==> src/rtl/xlt_pkg.sv <==
// Shared widths, the page-table entry layout and walker states.
// Assumes 32-bit virtual and physical addresses and 4 KiB pages.
package xlt_pkg;
    localparam int VA_W  = 32;
    localparam int OFF_W = 12;
    localparam int VPN_W = VA_W - OFF_W;
    localparam int PPN_W = 20;
    localparam int PERM_WR = 1;   // index of the write-allowed bit in the permission field

    typedef struct packed {
        logic             present;
        logic             modified;
        logic             referenced;
        logic [1:0]       perm;
        logic [6:0]       rsvd;
        logic [PPN_W-1:0] ppn;
    } pte_t;

    typedef enum logic [1:0] {
        ST_IDLE,
        ST_LOOK,
        ST_READ,
        ST_WBACK
    } walk_st_e;
endpackage

==> src/rtl/xlt_lru.sv <==
// Per-set least-recently-used tracking with one age value per way.
// Assumes WAYS is a power of two; ages in each set always form a permutation.
module xlt_lru
    import xlt_pkg::*;
#(
    parameter int SETS = 8,
    parameter int WAYS = 4
) (
    input  logic                     clk,
    input  logic                     rst_n,
    input  logic [$clog2(SETS)-1:0]  q_set,
    input  logic                     touch_en,
    input  logic [$clog2(WAYS)-1:0]  touch_way,
    output logic [$clog2(WAYS)-1:0]  victim
);
    localparam int IDX_W = $clog2(SETS);
    localparam int WAY_W = $clog2(WAYS);

    logic [WAY_W-1:0] age_q [SETS][WAYS];
    logic [WAYS-1:0]  age_mask [SETS];

    // Age update: touched way becomes youngest, younger ones grow older.
    always_ff @(posedge clk) begin
        if (!rst_n) begin
            for (int s = 0; s < SETS; s++)
                for (int w = 0; w < WAYS; w++)
                    age_q[s][w] <= WAY_W'(w);
        end else if (touch_en) begin
            for (int w = 0; w < WAYS; w++) begin
                if (WAY_W'(w) == touch_way)
                    age_q[q_set][w] <= '0;
                else if (age_q[q_set][w] < age_q[q_set][touch_way])
                    age_q[q_set][w] <= age_q[q_set][w] + 1'b1;
            end
        end
    end

    // Victim choice: the way holding the oldest age in the queried set.
    always_comb begin
        victim = '0;
        for (int w = 0; w < WAYS; w++)
            if (age_q[q_set][w] == WAY_W'(WAYS - 1))
                victim = WAY_W'(w);
    end

    // Decoded age coverage per set, used only by the permutation check.
    always_comb begin
        for (int s = 0; s < SETS; s++) begin
            age_mask[s] = '0;
            for (int w = 0; w < WAYS; w++)
                age_mask[s][age_q[s][w]] = 1'b1;
        end
    end

    for (genvar s = 0; s < SETS; s++) begin : g_chk
        AST_LRU_PERMUTATION: assert property (@(posedge clk) disable iff (!rst_n)
            age_mask[s] == {WAYS{1'b1}}) else $error("age permutation broken");
    end

    logic unused_idx;
    assign unused_idx = ^IDX_W;
endmodule

==> src/rtl/xlt_store.sv <==
// Mapping store: per set and way a valid bit, tag, page number,
// modified and referenced bits and permission. Combinational lookup.
// Assumes install and mark requests address the set of lk_vpn.
module xlt_store
    import xlt_pkg::*;
#(
    parameter int SETS = 8,
    parameter int WAYS = 4
) (
    input  logic                     clk,
    input  logic                     rst_n,
    input  logic                     flush,
    input  logic [VPN_W-1:0]         lk_vpn,
    output logic                     lk_hit,
    output logic [$clog2(WAYS)-1:0]  lk_way,
    output logic [PPN_W-1:0]         lk_ppn,
    output logic                     lk_dirty,
    output logic [1:0]               lk_perm,
    output logic                     free_found,
    output logic [$clog2(WAYS)-1:0]  free_way,
    input  logic                     ins_en,
    input  logic [$clog2(WAYS)-1:0]  ins_way,
    input  logic [PPN_W-1:0]         ins_ppn,
    input  logic                     ins_dirty,
    input  logic [1:0]               ins_perm,
    input  logic                     md_en,
    input  logic [$clog2(WAYS)-1:0]  md_way
);
    localparam int IDX_W = $clog2(SETS);
    localparam int TAG_W = VPN_W - IDX_W;
    localparam int WAY_W = $clog2(WAYS);

    logic [WAYS-1:0]  vld_q [SETS];
    logic [WAYS-1:0]  dty_q [SETS];
    logic [WAYS-1:0]  ref_q [SETS];
    logic [TAG_W-1:0] tag_q [SETS][WAYS];
    logic [PPN_W-1:0] ppn_q [SETS][WAYS];
    logic [1:0]       prm_q [SETS][WAYS];

    logic [IDX_W-1:0] lk_set;
    logic [TAG_W-1:0] lk_tag;
    logic [WAYS-1:0]  hit_vec;
    logic             any_vld;

    assign lk_set = lk_vpn[IDX_W-1:0];
    assign lk_tag = lk_vpn[VPN_W-1:IDX_W];

    for (genvar w = 0; w < WAYS; w++) begin : g_cmp
        assign hit_vec[w] = vld_q[lk_set][w] && (tag_q[lk_set][w] == lk_tag);
    end

    // Hit selection and lowest empty way of the looked-up set.
    always_comb begin
        lk_hit     = |hit_vec;
        lk_way     = '0;
        lk_ppn     = '0;
        lk_dirty   = 1'b0;
        lk_perm    = '0;
        free_found = 1'b0;
        free_way   = '0;
        for (int w = 0; w < WAYS; w++) begin
            if (hit_vec[w]) begin
                lk_way   = WAY_W'(w);
                lk_ppn   = ppn_q[lk_set][w];
                lk_dirty = dty_q[lk_set][w];
                lk_perm  = prm_q[lk_set][w];
            end
        end
        for (int w = WAYS - 1; w >= 0; w--) begin
            if (!vld_q[lk_set][w]) begin
                free_found = 1'b1;
                free_way   = WAY_W'(w);
            end
        end
    end

    // Status bits: flush clears valid, install sets it, mark sets modified.
    always_ff @(posedge clk) begin
        if (!rst_n) begin
            for (int s = 0; s < SETS; s++) begin
                vld_q[s] <= '0;
                dty_q[s] <= '0;
                ref_q[s] <= '0;
            end
        end else if (flush) begin
            for (int s = 0; s < SETS; s++)
                vld_q[s] <= '0;
        end else if (ins_en) begin
            vld_q[lk_set][ins_way] <= 1'b1;
            ref_q[lk_set][ins_way] <= 1'b1;
            dty_q[lk_set][ins_way] <= ins_dirty;
        end else if (md_en) begin
            dty_q[lk_set][md_way] <= 1'b1;
        end
    end

    // Payload fields: written on install only.
    always_ff @(posedge clk) begin
        if (ins_en) begin
            tag_q[lk_set][ins_way] <= lk_tag;
            ppn_q[lk_set][ins_way] <= ins_ppn;
            prm_q[lk_set][ins_way] <= ins_perm;
        end
    end

    // Any valid entry anywhere, for the flush check.
    always_comb begin
        any_vld = 1'b0;
        for (int s = 0; s < SETS; s++)
            any_vld = any_vld | (|vld_q[s]);
    end

    logic unused_ref;
    assign unused_ref = ^ref_q[0];

    AST_SINGLE_MATCH: assert property (@(posedge clk) disable iff (!rst_n)
        $onehot0(hit_vec)) else $error("two ways match one page");
    AST_FLUSH_EMPTY: assert property (@(posedge clk) disable iff (!rst_n)
        flush |=> !any_vld) else $error("entries survive flush");
    AST_INSTALL_ON_MISS: assert property (@(posedge clk) disable iff (!rst_n)
        ins_en |-> !lk_hit) else $error("install over a hit");
endmodule

==> src/rtl/xlt_walker.sv <==
// Request sequencing and table walk: lookup, refill, status write-back,
// fault classification and the registered response.
// Assumes a memory that holds mem_req until it answers with a one-cycle mem_ack.
module xlt_walker
    import xlt_pkg::*;
#(
    parameter int WAYS = 4
) (
    input  logic                     clk,
    input  logic                     rst_n,
    input  logic                     flush,
    input  logic [VA_W-1:0]          pt_base,
    input  logic                     req_valid,
    output logic                     req_ready,
    input  logic [VA_W-1:0]          req_vaddr,
    input  logic                     req_write,
    output logic                     rsp_valid,
    output logic [VA_W-1:0]          rsp_paddr,
    output logic                     rsp_hit,
    output logic                     rsp_fault,
    output logic                     rsp_perm_err,
    output logic [VPN_W-1:0]         lk_vpn,
    input  logic                     lk_hit,
    input  logic [$clog2(WAYS)-1:0]  lk_way,
    input  logic [PPN_W-1:0]         lk_ppn,
    input  logic                     lk_dirty,
    input  logic [1:0]               lk_perm,
    input  logic                     free_found,
    input  logic [$clog2(WAYS)-1:0]  free_way,
    input  logic [$clog2(WAYS)-1:0]  victim,
    output logic                     ins_en,
    output logic [$clog2(WAYS)-1:0]  ins_way,
    output logic [PPN_W-1:0]         ins_ppn,
    output logic                     ins_dirty,
    output logic [1:0]               ins_perm,
    output logic                     md_en,
    output logic                     touch_en,
    output logic [$clog2(WAYS)-1:0]  touch_way,
    output logic                     mem_req,
    output logic                     mem_we,
    output logic [VA_W-1:0]          mem_addr,
    output logic [VA_W-1:0]          mem_wdata,
    input  logic [VA_W-1:0]          mem_rdata,
    input  logic                     mem_ack
);
    localparam int PAD_W = VA_W - VPN_W - 2;

    walk_st_e         st_q;
    logic [VA_W-1:0]  q_va;
    logic             q_wr;
    logic [PPN_W-1:0] q_ppn;
    logic             q_hit;
    pte_t             wb_q;
    pte_t             rd_pte;
    logic             look_perm_bad;
    logic             rd_perm_bad;

    assign rd_pte        = pte_t'(mem_rdata);
    assign lk_vpn        = q_va[VA_W-1:OFF_W];
    assign look_perm_bad = q_wr && !lk_perm[PERM_WR];
    assign rd_perm_bad   = q_wr && !rd_pte.perm[PERM_WR];
    assign mem_addr      = pt_base + {{PAD_W{1'b0}}, lk_vpn, 2'b00};
    assign mem_wdata     = wb_q;
    assign ins_way       = free_found ? free_way : victim;
    assign ins_ppn       = rd_pte.ppn;
    assign ins_dirty     = rd_pte.modified | q_wr;
    assign ins_perm      = rd_pte.perm;

    logic unused_rsvd;
    assign unused_rsvd = ^rd_pte.rsvd;

    // Per-state strobes toward the store, the age tracker and memory.
    always_comb begin
        req_ready = (st_q == ST_IDLE) && !flush;
        ins_en    = 1'b0;
        md_en     = 1'b0;
        touch_en  = 1'b0;
        touch_way = lk_way;
        mem_req   = 1'b0;
        mem_we    = 1'b0;
        case (st_q)
            ST_LOOK: begin
                if (lk_hit && !look_perm_bad) begin
                    touch_en = 1'b1;
                    md_en    = q_wr && !lk_dirty;
                end
            end
            ST_READ: begin
                mem_req = 1'b1;
                if (mem_ack && rd_pte.present && !rd_perm_bad) begin
                    ins_en    = 1'b1;
                    touch_en  = 1'b1;
                    touch_way = ins_way;
                end
            end
            ST_WBACK: begin
                mem_req = 1'b1;
                mem_we  = 1'b1;
            end
            default: ;
        endcase
    end

    // Sequencing, captured request, pending write-back word and response.
    always_ff @(posedge clk) begin
        if (!rst_n) begin
            st_q         <= ST_IDLE;
            q_va         <= '0;
            q_wr         <= 1'b0;
            q_ppn        <= '0;
            q_hit        <= 1'b0;
            wb_q         <= '0;
            rsp_valid    <= 1'b0;
            rsp_paddr    <= '0;
            rsp_hit      <= 1'b0;
            rsp_fault    <= 1'b0;
            rsp_perm_err <= 1'b0;
        end else begin
            rsp_valid <= 1'b0;
            case (st_q)
                ST_IDLE: begin
                    if (req_valid && req_ready) begin
                        q_va <= req_vaddr;
                        q_wr <= req_write;
                        st_q <= ST_LOOK;
                    end
                end
                ST_LOOK: begin
                    if (!lk_hit) begin
                        st_q <= ST_READ;
                    end else if (look_perm_bad) begin
                        rsp_valid    <= 1'b1;
                        rsp_paddr    <= {{PPN_W{1'b0}}, q_va[OFF_W-1:0]};
                        rsp_hit      <= 1'b1;
                        rsp_fault    <= 1'b1;
                        rsp_perm_err <= 1'b1;
                        st_q         <= ST_IDLE;
                    end else if (q_wr && !lk_dirty) begin
                        wb_q  <= '{present: 1'b1, modified: 1'b1, referenced: 1'b1,
                                   perm: lk_perm, rsvd: '0, ppn: lk_ppn};
                        q_ppn <= lk_ppn;
                        q_hit <= 1'b1;
                        st_q  <= ST_WBACK;
                    end else begin
                        rsp_valid    <= 1'b1;
                        rsp_paddr    <= {lk_ppn, q_va[OFF_W-1:0]};
                        rsp_hit      <= 1'b1;
                        rsp_fault    <= 1'b0;
                        rsp_perm_err <= 1'b0;
                        st_q         <= ST_IDLE;
                    end
                end
                ST_READ: begin
                    if (mem_ack) begin
                        if (!rd_pte.present || rd_perm_bad) begin
                            rsp_valid    <= 1'b1;
                            rsp_paddr    <= {{PPN_W{1'b0}}, q_va[OFF_W-1:0]};
                            rsp_hit      <= 1'b0;
                            rsp_fault    <= 1'b1;
                            rsp_perm_err <= rd_pte.present;
                            st_q         <= ST_IDLE;
                        end else if (!rd_pte.referenced || (q_wr && !rd_pte.modified)) begin
                            wb_q  <= '{present: 1'b1, modified: rd_pte.modified | q_wr,
                                       referenced: 1'b1, perm: rd_pte.perm, rsvd: '0,
                                       ppn: rd_pte.ppn};
                            q_ppn <= rd_pte.ppn;
                            q_hit <= 1'b0;
                            st_q  <= ST_WBACK;
                        end else begin
                            rsp_valid    <= 1'b1;
                            rsp_paddr    <= {rd_pte.ppn, q_va[OFF_W-1:0]};
                            rsp_hit      <= 1'b0;
                            rsp_fault    <= 1'b0;
                            rsp_perm_err <= 1'b0;
                            st_q         <= ST_IDLE;
                        end
                    end
                end
                ST_WBACK: begin
                    if (mem_ack) begin
                        rsp_valid    <= 1'b1;
                        rsp_paddr    <= {q_ppn, q_va[OFF_W-1:0]};
                        rsp_hit      <= q_hit;
                        rsp_fault    <= 1'b0;
                        rsp_perm_err <= 1'b0;
                        st_q         <= ST_IDLE;
                    end
                end
                default: st_q <= ST_IDLE;
            endcase
        end
    end

    AST_ONE_INFLIGHT: assert property (@(posedge clk) disable iff (!rst_n)
        (req_valid && req_ready) |=> !req_ready) else $error("second request accepted");
    AST_RSP_PULSE: assert property (@(posedge clk) disable iff (!rst_n)
        rsp_valid |=> !rsp_valid) else $error("response longer than one cycle");
    AST_MEM_HOLD: assert property (@(posedge clk) disable iff (!rst_n)
        (mem_req && !mem_ack) |=> (mem_req && $stable(mem_addr) && $stable(mem_we)))
        else $error("memory request dropped or changed");
    AST_PFAULT_NOT_HIT: assert property (@(posedge clk) disable iff (!rst_n)
        (rsp_valid && rsp_fault && !rsp_perm_err) |-> !rsp_hit)
        else $error("page fault flagged as hit");
    AST_PERM_IS_FAULT: assert property (@(posedge clk) disable iff (!rst_n)
        (rsp_valid && rsp_perm_err) |-> rsp_fault)
        else $error("protection error without fault");
endmodule

==> src/rtl/tlb_xlate.sv <==
// Top level: connects the walker, the mapping store and the age tracker.
// Assumes pt_base is stable while a walk is in progress.
module tlb_xlate
    import xlt_pkg::*;
#(
    parameter int SETS = 8,
    parameter int WAYS = 4
) (
    input  logic        clk,
    input  logic        rst_n,
    input  logic        flush,
    input  logic [31:0] pt_base,
    input  logic        req_valid,
    output logic        req_ready,
    input  logic [31:0] req_vaddr,
    input  logic        req_write,
    output logic        rsp_valid,
    output logic [31:0] rsp_paddr,
    output logic        rsp_hit,
    output logic        rsp_fault,
    output logic        rsp_perm_err,
    output logic        mem_req,
    output logic        mem_we,
    output logic [31:0] mem_addr,
    output logic [31:0] mem_wdata,
    input  logic [31:0] mem_rdata,
    input  logic        mem_ack
);
    localparam int IDX_W = $clog2(SETS);
    localparam int WAY_W = $clog2(WAYS);

    logic [VPN_W-1:0] lk_vpn;
    logic             lk_hit, lk_dirty, free_found;
    logic [WAY_W-1:0] lk_way, free_way, victim, ins_way, touch_way;
    logic [PPN_W-1:0] lk_ppn, ins_ppn;
    logic [1:0]       lk_perm, ins_perm;
    logic             ins_en, ins_dirty, md_en, touch_en;

    xlt_walker #(.WAYS(WAYS)) u_walker (
        .clk(clk), .rst_n(rst_n), .flush(flush), .pt_base(pt_base),
        .req_valid(req_valid), .req_ready(req_ready), .req_vaddr(req_vaddr),
        .req_write(req_write), .rsp_valid(rsp_valid), .rsp_paddr(rsp_paddr),
        .rsp_hit(rsp_hit), .rsp_fault(rsp_fault), .rsp_perm_err(rsp_perm_err),
        .lk_vpn(lk_vpn), .lk_hit(lk_hit), .lk_way(lk_way), .lk_ppn(lk_ppn),
        .lk_dirty(lk_dirty), .lk_perm(lk_perm), .free_found(free_found),
        .free_way(free_way), .victim(victim), .ins_en(ins_en), .ins_way(ins_way),
        .ins_ppn(ins_ppn), .ins_dirty(ins_dirty), .ins_perm(ins_perm),
        .md_en(md_en), .touch_en(touch_en), .touch_way(touch_way),
        .mem_req(mem_req), .mem_we(mem_we), .mem_addr(mem_addr),
        .mem_wdata(mem_wdata), .mem_rdata(mem_rdata), .mem_ack(mem_ack)
    );

    xlt_store #(.SETS(SETS), .WAYS(WAYS)) u_store (
        .clk(clk), .rst_n(rst_n), .flush(flush), .lk_vpn(lk_vpn),
        .lk_hit(lk_hit), .lk_way(lk_way), .lk_ppn(lk_ppn), .lk_dirty(lk_dirty),
        .lk_perm(lk_perm), .free_found(free_found), .free_way(free_way),
        .ins_en(ins_en), .ins_way(ins_way), .ins_ppn(ins_ppn),
        .ins_dirty(ins_dirty), .ins_perm(ins_perm), .md_en(md_en), .md_way(lk_way)
    );

    xlt_lru #(.SETS(SETS), .WAYS(WAYS)) u_lru (
        .clk(clk), .rst_n(rst_n), .q_set(lk_vpn[IDX_W-1:0]),
        .touch_en(touch_en), .touch_way(touch_way), .victim(victim)
    );
endmodule

==> config.mk <==
export PLATFORM = sky130hd
export DESIGN_NAME = tlb_xlate
export DESIGN_NICKNAME = d
export VERILOG_FILES = /design/src/rtl/xlt_pkg.sv /design/src/rtl/xlt_lru.sv /design/src/rtl/xlt_store.sv /design/src/rtl/xlt_walker.sv /design/src/rtl/tlb_xlate.sv
export SDC_FILE = /design/constraint.sdc
export NUM_CORES = 2
export LEC_CHECK = 0
export BUFFER_PORTS_ARGS = -buffer_cell sky130_fd_sc_hd__buf_2
export CAP_MARGIN = 20
export CORE_ASPECT_RATIO = 1.1
export CORE_MARGIN = 4
export CORE_UTILIZATION = 60
export CTS_CLUSTER_DIAMETER = 200
export DETAILED_ROUTE_END_ITERATION = 8
export GPL_TIMING_DRIVEN = 0
export PLACE_DENSITY = 0.8
export SETUP_SLACK_MARGIN = 0.2
export SKIP_CTS_REPAIR_TIMING = 1
export SLEW_MARGIN = 20
export SYNTH_ARGS = -nofsm -noshare
export SYNTH_HDL_FRONTEND = slang
export SYNTH_SLANG_ARGS = --single-unit
==> constraint.sdc <==
create_clock -name clk -period 9 [get_ports clk]
set_input_delay 1.35 -clock clk [delete_from_list [all_inputs] [get_ports clk]]
set_output_delay 1.35 -clock clk [all_outputs]
set_load 0.02 [all_outputs]
==> results by group <==
Yosys
  – Yosys top cell area share: between 60% and 70%
  – Largest family of logic cells by synthesized area: multiplexers
  – EDFF count, synth: 1,344
  – Register area share after synthesis: a little over two thirds
  – Top_reg_cell synth: edfxtp_1
  – Yosys cell types: 95
  – Cell taking the most area after synthesis: edfxtp_1
  – Avg Cell Area, Syn: roughly 17 µm²
  – Area share of fa/ha/maj cells after synthesis: less than 1%
  – Seq cells post-synth: 1,475
  – Simple-gate portion of the synthesized area: around 5.7%
  – Syn Inst Count: around 3,500
  – Synth area leaders: edfxtp_1 (66%), mux4_2 (12%), dfxtp_1 (4.3%), mux2i_1 (2.8%), nand2_1 (1.5%)
  – Yosys Warn Count: 0
  – Ys async rst share: 0%
  – Mux cell area share after synthesis: between 10% and 20%
  – Xor-xnor portion of the synthesized cell area: under 10%
  – Synth Cell Area: a little over 60,000 µm²
  – Post-synthesis compound-gate area fraction: 4.38%

Final layout
  – Synthesis-to-finish area growth: 14.5%
  – Fin util: just under 70%
  – Commonest non-fill, non-tap cell in the layout: edfxtp_1
  – Final nets: 4,061
  – Post-route insts no fill: 5,406
  – Fillers: about 6,000
  – Layout cells sized above 1: 25.1%
  – Most frequent cells in the layout: edfxtp_1 (1,344), mux4_2 (320), nand2_1 (240)

Clock network
  – Root buf cell: clkbuf_16
  – Clock Sinks: between 1,000 and 1,500
  – TritonCTS clock tree: yes
  – CTS Buffer Depth: 3
  – H-tree depth: 4
  – Clock slew at the register clock pins of the worst setup and hold paths: 0.06 ns
  – Clk Latency, worst-skew pair: approximately 0.75 ns
  – Num CTS Buffers: between 100 and 150

Setup path
  – Crit-path max FO: 20
  – Critical Path RT: roughly 9.4 ns
  – CP Launch Type: register
  – CP Class: reg -> reg
  – Critical path capture point type: register
  – Crit path DAT: ~8.9 ns

Status
  – Status: finished clean

Global route
  – Met1 Use GR: a little over two fifths
  – GR Layer Usage met3: a little under 10%
  – GR peak layer: met2
  – GRT Total Usage: 32.7%
  – Largest net degree at the start of global routing: 35
  – Initial antenna violation count: 3
  – GRT Residual Overflow: 0
  – GR Layer Usage met2: ~51%
  – Number of global-route vias before repair: 37,000
  – First-pass GRT wire length: 253 mm

Power
  – Power consumption: 0.0149 W
  – Power per Cell Area: 213 nW/µm²
  – Max VDD drop: 0.143 mV
  – Lkg Pwr: between 20 and 25 nW

STA
  – Worst Max-Slew Pin Slew: roughly 1.3 ns
  – Tmin final: roughly 8.5 ns
  – F_max: ~120 MHz
  – Slew Limit Fails: 0
  – Clock Skew: ~0.044 ns
  – Post-route fraction of the period consumed by the critical path: 94.1%
  – Max-slew headroom: 16.1%
  – Final setup viols: 0
  – Final number of hold-violating endpoints: 0
  – RSZ-0062 raised after global routing: false

Place
  – DPL Wire Length: 112 mm
  – Placer Congestion: ~0.96
  – PortBufs: 188
  – Dpl cells: 5,152

Flow run
  – Max_cap viols: 0

Die
  – Die H: between 300 and 400 µm
  – Starting utilization of the core area: between 60% and 70%
  – Die Wd: 312 µm
  – Core area: approximately 100,000 µm²
  – Die ar.: 107,000 µm²
  – Site row count: around 120
  – Io pins: 205

Detailed routing
  – Vias: between 30,000 and 40,000
  – ANT nets after route: 0
  – DRT iter0 DRCs: ~6,300
  – Final WL: 175 mm
  – # DRC: 0
  – DR pass1 iterations: 8
  – Via-per-instance ratio: a little under 7
  – DR WL/cell: ~32 µm

Worst hold path
  – HP Class: reg -> reg
-- flip-flops by register name, indices dropped and copies added, names as in the netlist, named ones only --
| name | cells |
|---|---|
| u_lru.age_q | 64 |
| u_store.dty_q | 32 |
| u_store.ppn_q | 640 |
| u_store.prm_q | 64 |
| u_store.tag_q | 544 |
| u_store.vld_q | 32 |
| u_walker.mem_wdata | 24 |
| u_walker.q_hit | 1 |
| u_walker.q_va | 32 |
| u_walker.q_wr | 1 |
| u_walker.rsp_fault | 1 |
| u_walker.rsp_hit | 1 |
| u_walker.rsp_paddr | 32 |
| u_walker.rsp_perm_err | 1 |
| u_walker.rsp_valid | 1 |
| u_walker.st_q | 2 |
-- worst paths after layout --
check	startpoint	to	slack, ns	depth (start not counted)
worst min register to register	u_walker.mem_wdata[30]	u_walker.mem_wdata[30]	0.45	2
worst max register to register	register	u_store.ppn_q[3][7]	0.53	20
worst min-delay path	u_walker.mem_wdata[30]	u_walker.mem_wdata[30]	0.45	2
worst max-delay path	register	u_store.ppn_q[3][7]	0.53	20
-- cells in the mapped netlist (all sizes together) (7+ instances only) --
cell,instances
a31oi,41
xnor2,69
nor4,36
nand4,19
nor3,83
nand2b,8
a22oi,9
buf,105
o21a,8
mux4,320
o21ai,67
a21oi,98
nor4b,9
nor2b,11
and2,14
a211oi,33
nand2,240
or4,7
a21o,9
o22ai,7
ha,28
inv,37
and3,26
a211o,10
or3,13
mux2i,174
or2,9
nor2,217
nand3,42
dfxtp,131
o221ai,20
xor2,10
clkbuf,115
a22o,28
edfxtp,1344
mux2,55
-- layout make-up --
cell class                      count  area (µm²)  area share (%)
Sequential cell                  1475       43000            61.5
Multi-Input combinational cell   1799       17100            24.5
Clock buffer                      182        3830            5.47
Timing Repair Buffer              255        2400            3.43
Tap cell                         1364        1710            2.44
Buffer                            220        1170            1.67
Clock inverter                     70         596           0.851
Inverter                           39         146           0.209
Antenna cell                        2        5.00         0.00715
-- logic make-up (layout without fill, tap and decap cells) --
logic type / Yosys count / in the layout
AOI/OAI and AO/OA: 385 / 385
xor gates and xnor gates: 79 / 79
adders and majority gates: 31 / 31
buffers and inverters: 259 / 766
DFF: 1475 / 1475
muxes: 549 / 549
other: 1 / 9
and+or+nand+nor: 748 / 748
-- power breakdown --
part / switching (W) / internal (W) / leakage [nW]
Combinational: 0.000959 / 0.000521 / 7.46
Sequential: 0.000111 / 0.00754 / 13.3
Clock: 0.00253 / 0.00324 / 2.16
-- layer usage --
layer  part of all wire, %  wire [µm]
met4                   5.5       9630
met2                    47      81900
met5                 0.042         73
met3                    14      24700
met1                    34      59000
-- critical path: stages, from the launching register on --
cell	delay (ns)
dfxtp_1	0.58
buf_2	0.37
buf_4	0.30
buf_4	0.26
buf_4	0.28
buf_4	0.32
buf_4	0.29
buf_2	0.40
clkbuf_1	0.72
mux4_2	0.42
mux2i_1	0.70
inv_1	0.20
ha_1	0.31
nor2b_1	0.14
nor3_1	0.05
or2_1	0.24
a21oi_2	0.32
nand3_1	0.85
nor2_4	0.84
buf_16	0.25
buf_12	0.22
-- metrics by stage --
step / hold WS, ns / setup WS (ns) / instance area, µm² / setup TNS (ns)
after floorplan: 0.435 / 2.70 / 61100 / 0
after global placement: 0.436 / -1.57 / 63800 / -1614.98
after detailed placement: 0.435 / 0.950 / 65500 / 0
after CTS: 0.445 / 0.820 / 70000 / 0
after global routing: 0.462 / 0.419 / 70000 / 0
final: 0.446 / 0.529 / 70000 / 0
Power figures use the tool's default switching activity.
